File: config.mk
export PLATFORM = sky130hd
export DESIGN_NAME = mux_bus_target
export DESIGN_NICKNAME = d
export VERILOG_FILES = /design/src/rtl/mbt_pkg.sv /design/src/rtl/mbt_decode.sv /design/src/rtl/mbt_regs.sv /design/src/rtl/mux_bus_target.sv
export SDC_FILE = /design/constraint.sdc
export NUM_CORES = 1
export LEC_CHECK = 0
export CORE_ASPECT_RATIO = 0.9
export CORE_MARGIN = 2
export CORE_UTILIZATION = 30
export CTS_CLUSTER_DIAMETER = 150
export DETAILED_ROUTE_END_ITERATION = 10
export DONT_BUFFER_PORTS = 1
export HOLD_SLACK_MARGIN = 0.03
export PLACE_DENSITY_LB_ADDON = 0.1
export SLEW_MARGIN = 30
export SYNTH_ARGS = -nofsm -noshare
export SYNTH_HDL_FRONTEND = slang
export SYNTH_SLANG_ARGS = --single-unit
File: constraint.sdc
create_clock -name clk -period 2.25 [get_ports clk]
set_input_delay 0.225 -clock clk [delete_from_list [all_inputs] [get_ports clk]]
set_output_delay 0.225 -clock clk [all_outputs]
set_load 0.01 [all_outputs]
File: src/rtl/mbt_pkg.sv
package mbt_pkg;

    typedef enum logic [1:0] {
        ST_IDLE = 2'd0,
        ST_WR   = 2'd1,
        ST_RD   = 2'd2
    } tgt_st_e;

    localparam logic [3:0] CMD_MEM_RD = 4'b0110;
    localparam logic [3:0] CMD_MEM_WR = 4'b0111;

    localparam int LANE_W = 8;

endpackage

File: src/rtl/mbt_decode.sv
module mbt_decode
    import mbt_pkg::*;
#(
    parameter int          ADDR_W    = 32,
    parameter int          IDX_W     = 4,
    parameter logic [31:0] BASE_ADDR = 32'h0000_1000
) (
    input  logic [ADDR_W-1:0] addr,
    input  logic [3:0]        cmd,
    output logic              hit,
    output logic              is_wr,
    output logic [IDX_W-1:0]  idx
);
    localparam int OFF_W = IDX_W + 2;

    logic cmd_ok;
    logic in_win;

    always_comb begin
        cmd_ok = (cmd == CMD_MEM_RD) || (cmd == CMD_MEM_WR);
        in_win = (addr[ADDR_W-1:OFF_W] == BASE_ADDR[ADDR_W-1:OFF_W]) &&
                 (addr[1:0] == 2'b00);
        hit    = cmd_ok && in_win;
        is_wr  = (cmd == CMD_MEM_WR);
        idx    = addr[OFF_W-1:2];
    end

endmodule

File: src/rtl/mbt_regs.sv
module mbt_regs
    import mbt_pkg::*;
#(
    parameter int WORDS  = 16,
    parameter int DATA_W = 32,
    parameter int IDX_W  = $clog2(WORDS)
) (
    input  logic                       clk,
    input  logic                       rst_n,
    input  logic                       we,
    input  logic [IDX_W-1:0]           wr_idx,
    input  logic [DATA_W-1:0]          wdata,
    input  logic [DATA_W/LANE_W-1:0]   be_n,
    input  logic [IDX_W-1:0]           rd_idx,
    output logic [DATA_W-1:0]          rdata
);
    localparam int LANES = DATA_W / LANE_W;

    logic [WORDS-1:0][DATA_W-1:0] mem_d, mem_q;
    logic [LANES-1:0]             lane_en;

    for (genvar b = 0; b < LANES; b++) begin : g_lane
        assign lane_en[b] = we & ~be_n[b];

        AST_LANE_MASK: assert property (@(posedge clk) disable iff (!rst_n)
            (we && be_n[b]) |=> mem_q[$past(wr_idx)][b*LANE_W +: LANE_W] ==
                                $past(mem_q[wr_idx][b*LANE_W +: LANE_W]));
    end

    always_comb begin
        mem_d = mem_q;
        for (int b = 0; b < LANES; b++) begin
            if (lane_en[b]) begin
                mem_d[wr_idx][b*LANE_W +: LANE_W] = wdata[b*LANE_W +: LANE_W];
            end
        end
    end

    always_ff @(posedge clk or negedge rst_n) begin
        if (!rst_n) begin
            mem_q <= '0;
        end else begin
            mem_q <= mem_d;
        end
    end

    assign rdata = mem_q[rd_idx];

    AST_REG_HOLD: assert property (@(posedge clk) disable iff (!rst_n)
        !we |=> $stable(mem_q));

endmodule

File: src/rtl/mux_bus_target.sv
module mux_bus_target
    import mbt_pkg::*;
#(
    parameter logic [31:0] BASE_ADDR = 32'h0000_1000,
    parameter int          WIN_WORDS = 16
) (
    input  logic        clk,
    input  logic        rst_n,
    input  logic        txn_req_n,
    input  logic [31:0] ad_i,
    output logic [31:0] ad_o,
    output logic        ad_oe,
    input  logic [3:0]  cmd_be_n,
    input  logic        init_rdy_n,
    output logic        tgt_rdy_n,
    output logic        claim_n
);
    localparam int DATA_W = 32;
    localparam int IDX_W  = $clog2(WIN_WORDS);

    typedef struct packed {
        tgt_st_e          st;
        logic [IDX_W-1:0] idx;
        logic             req_prev;
    } tgt_regs_t;

    localparam tgt_regs_t REGS_RST = '{st: ST_IDLE, idx: '0, req_prev: 1'b1};

    tgt_regs_t r_d, r_q;

    logic             dec_hit;
    logic             dec_wr;
    logic [IDX_W-1:0] dec_idx;
    logic             start;
    logic             xfer;
    logic             wr_en;
    logic [DATA_W-1:0] rd_word;

    mbt_decode #(
        .ADDR_W   (DATA_W),
        .IDX_W    (IDX_W),
        .BASE_ADDR(BASE_ADDR)
    ) u_decode (
        .addr (ad_i),
        .cmd  (cmd_be_n),
        .hit  (dec_hit),
        .is_wr(dec_wr),
        .idx  (dec_idx)
    );

    mbt_regs #(
        .WORDS (WIN_WORDS),
        .DATA_W(DATA_W),
        .IDX_W (IDX_W)
    ) u_regs (
        .clk   (clk),
        .rst_n (rst_n),
        .we    (wr_en),
        .wr_idx(r_q.idx),
        .wdata (ad_i),
        .be_n  (cmd_be_n),
        .rd_idx(r_q.idx),
        .rdata (rd_word)
    );

    always_comb begin
        start = (r_q.st == ST_IDLE) && !txn_req_n && r_q.req_prev;
        xfer  = (r_q.st != ST_IDLE) && !init_rdy_n;
        wr_en = xfer && (r_q.st == ST_WR);

        r_d          = r_q;
        r_d.req_prev = txn_req_n;
        if (start && dec_hit) begin
            r_d.st  = dec_wr ? ST_WR : ST_RD;
            r_d.idx = dec_idx;
        end else if (xfer) begin
            r_d.idx = r_q.idx + 1'b1;
            if (txn_req_n) begin
                r_d.st = ST_IDLE;
            end
        end
    end

    always_ff @(posedge clk or negedge rst_n) begin
        if (!rst_n) begin
            r_q <= REGS_RST;
        end else begin
            r_q <= r_d;
        end
    end

    assign claim_n   = (r_q.st == ST_IDLE);
    assign tgt_rdy_n = (r_q.st == ST_IDLE);
    assign ad_oe     = (r_q.st == ST_RD);
    assign ad_o      = ad_oe ? rd_word : '0;

    AST_MISS_NO_CLAIM: assert property (@(posedge clk) disable iff (!rst_n)
        (start && !dec_hit) |=> claim_n);

    AST_NO_MIDBURST_CLAIM: assert property (@(posedge clk) disable iff (!rst_n)
        (claim_n && !r_q.req_prev) |=> claim_n);

    AST_FINAL_RELEASE: assert property (@(posedge clk) disable iff (!rst_n)
        (!claim_n && !init_rdy_n && txn_req_n) |=> (claim_n && tgt_rdy_n && !ad_oe));

    AST_ADDR_STEP: assert property (@(posedge clk) disable iff (!rst_n)
        (!claim_n && !init_rdy_n && !txn_req_n) |=> (r_q.idx == IDX_W'($past(r_q.idx) + 1'b1)));

    AST_WAIT_HOLD: assert property (@(posedge clk) disable iff (!rst_n)
        (!claim_n && init_rdy_n) |=> (!claim_n && $stable(r_q.idx)));

endmodule

==> flow_metrics.tcl <==
set metrics [dict create \
    grt_use_total 0.169 \
    grt_max_degree 520 \
    critPathBufInv 4 \
    cp_top_family "buffers and inverters" \
    slew_headroom 0.489 \
    fin_cells 2734 \
    area_delta_synth_final_pct 22.2 \
    synth_xor_xnor_area_share 0.000718 \
    yosys.area.top_type "dfrtp_1" \
    dpl.cell_count 2551 \
    clk_pin_slew_ns 0.06 \
    drcViolationCount 0 \
    cp-start-kind "flip-flop" \
    crit_chain "buf_12 -> buf_16 -> clkbuf_16 -> mux4_2 -> mux2i_1 -> o22ai_1 -> buf_4" \
    gp_congestion 0.752 \
    violations "setup timing" \
    clock_latency_ns 0.62 \
    drive_gt1_frac 0.579 \
    cts_sinks 519 \
    m1WireLength_um 33800 \
    dr.max_layer_used "met5" \
    synth_cell_types 41 \
    yosysTopAreaCellShare 0.532 \
    cp_slowest_cell "mux4_2" \
    synth_flop_cell "dfrtp_1" \
    hold_ws_ns 0.0627 \
    antenna_found_initial 6 \
    drt_iter0_drc 564 \
    synth_nets 1517 \
    synth-edff-count 0 \
    die_h_um 274 \
    powerDensity_nw_per_um2 647 \
    htreeDepth 2 \
    yosysWarningCount 0 \
    finalWirelength_um 70200 \
    final-max-slew-violation-count 0 \
    crit_required_ns 2.03 \
    nNetsFinal 1672 \
    gr-total-overflow 0 \
    finish.utilization 0.369 \
    synthMuxAreaShare 0.382 \
    yosys.area_share.adder 0.00205 \
    die_area_sq_um 83600 \
    fin_crit_ns 2.77 \
    p_leak_nw 14.9 \
    synthSimpleGateAreaFrac 0.0547 \
    fin_crit_sh 1.23 \
    grt_setup_unrepaired "true" \
    cts_buffers 59 \
    ioPinCount 75 \
    status "finished, violations left" \
    dpl_cell_area_sq_um 26500 \
    first_pass_iters 4 \
    skew_ns 0.0112 \
    pre_cts_ws_ns -0.0593 \
    ys_seq_area_frac 0.533 \
    slowest_delay_ns 0.49 \
    layout_common_cells "dfrtp_1, mux2_2, mux4_2" \
    grt_pass1_wl_um 104000 \
    hold_violations 0 \
    critPathArrivalTime_ns 2.54 \
    syn_avg_cell_area_sq_um 16.6 \
    port_buffers 0 \
    ys_ff_latch 519 \
    wl_per_cell_um 25.7 \
    crit_type "reg2out" \
    layout_commonest_cell "dfrtp_1" \
    detail_route.vias_per_cell 4.96 \
    core.rowCount 99 \
    met3_length_um 3240 \
    vias 13600 \
    grt_pass1_vias 14700 \
    worst_pin_slew_ns 0.763 \
    synth_top_family_by_area "multiplexers" \
    synth_compound_area_frac 0.0102 \
    final_area_sq_um 29800 \
    cts_tree "yes" \
    core_sq_um 80800 \
    ctsLongestPathBuffers 3 \
    maxCapViolCount 0 \
    yosys-top-cells-area "dfrtp_1, mux2_2, mux4_2, nor2_8, mux2i_1" \
    root_buffer "clkbuf_16" \
    wl_met2_um 32000 \
    end_kind "output port" \
    fin_ws_ns -0.518 \
    syn_inst 1473 \
    initial_core_util 0.302 \
    cp_max_fo 8 \
    ant_nets 0 \
    hold_class "in2reg" \
    dpl.hpwl_um 39900 \
    ir_worst_vdd_v 0.000440 \
    synthArstFlopShare 1.00 \
    setup_viol 32 \
    timing.fmax_ghz 0.361 \
    die_w_um 305 \
    synth_area_sq_um 24400 \
]
area by class of cell:
class                           instances  area (sq um)
Clock buffer                           92          1770
Tap cell                             1060          1330
Clock inverter                         12           116
Sequential cell                       519         13000
Multi-Input combinational cell        866         11300
Timing Repair Buffer                  179          2300
Fill cell                            7644         51000
Antenna cell                            3          7.51
Inverter                                3          13.8
metal layers:
metal	vias up	GRT usage
met2	179	0.267
met4	4	0.0344
li1	5878	-
met1	7409	0.241
met3	91	0.0329
met5	-	0
path summary, 6_finish.rpt:
check | endpoint | slack (ns) | cells after the start | startpoint
max | ad_o[15] | -0.52 | 7 | r_q[1]
min | r_q[5] | 0.06 | 3 | init_rdy_n
max reg2reg | u_regs.mem_q[388] | 0.07 | 8 | r_q[1]
min reg2reg | u_regs.mem_q[225] | 0.48 | 1 | u_regs.mem_q[225]
max in group asynchronous | u_regs.mem_q[277] | 0.20 | 4 | rst_n
min in group asynchronous | u_regs.mem_q[100] | 0.29 | 2 | rst_n
worst min-delay path, stage by stage:
cell and delay, ns:
o21ba_2 0.17, nand2_1 0.10, a22o_1 0.14
synth_stat cells (4+ instances only):
library cell,n
buf_1,10
buf_2,12
buf_4,12
buf_6,4
clkbuf_1,47
dfrtp_1,518
ha_1,4
mux2_1,34
mux2_2,481
mux2i_1,64
mux4_2,128
nand2_1,6
nand2_2,21
nand2b_1,4
nor2_2,8
nor2_4,4
nor2_8,40
nor2b_1,4
nor4b_1,4
o22ai_1,32
what timing repair did:
item	CTS	global route
hold buffers	37	2
resized for setup	45	36
pin swaps	3	10
gates cloned	3	7
buffers inserted	10	14
endpoints found under the setup margin	40	344
hold endpoints to repair	1038	126
cells by family after synthesis:
kind of cell	after synthesis
AO/OA/AOI/OAI	38
XOR/XNOR	2
adder cells (fa/ha/maj)	4
buffers and inverters	88
flip-flops	519
multiplexers	707
AND/OR/NAND/NOR	115
flip-flops by register name (all words and copies together), names as in the netlist:
name	cells
u_regs.mem_q	512
r_q	7
power by group:
group / internal, mW / switching (mW)
registers: 9.34 / 0.000164
clock network: 5.57 / 3.95
logic: 0.0793 / 0.340
per-stage QoR:
stage          power (mW)  TNS [ns]
3_5_place_dp         9.52   -0.0945
6_report             19.3    -14.75
4_1_cts              19.4    -19.71
3_3_place_gp         9.52   -0.0873
2_1_floorplan        9.58         0
5_1_grt              20.1    -28.92
Note: power is estimated with default switching activity, not from simulation.
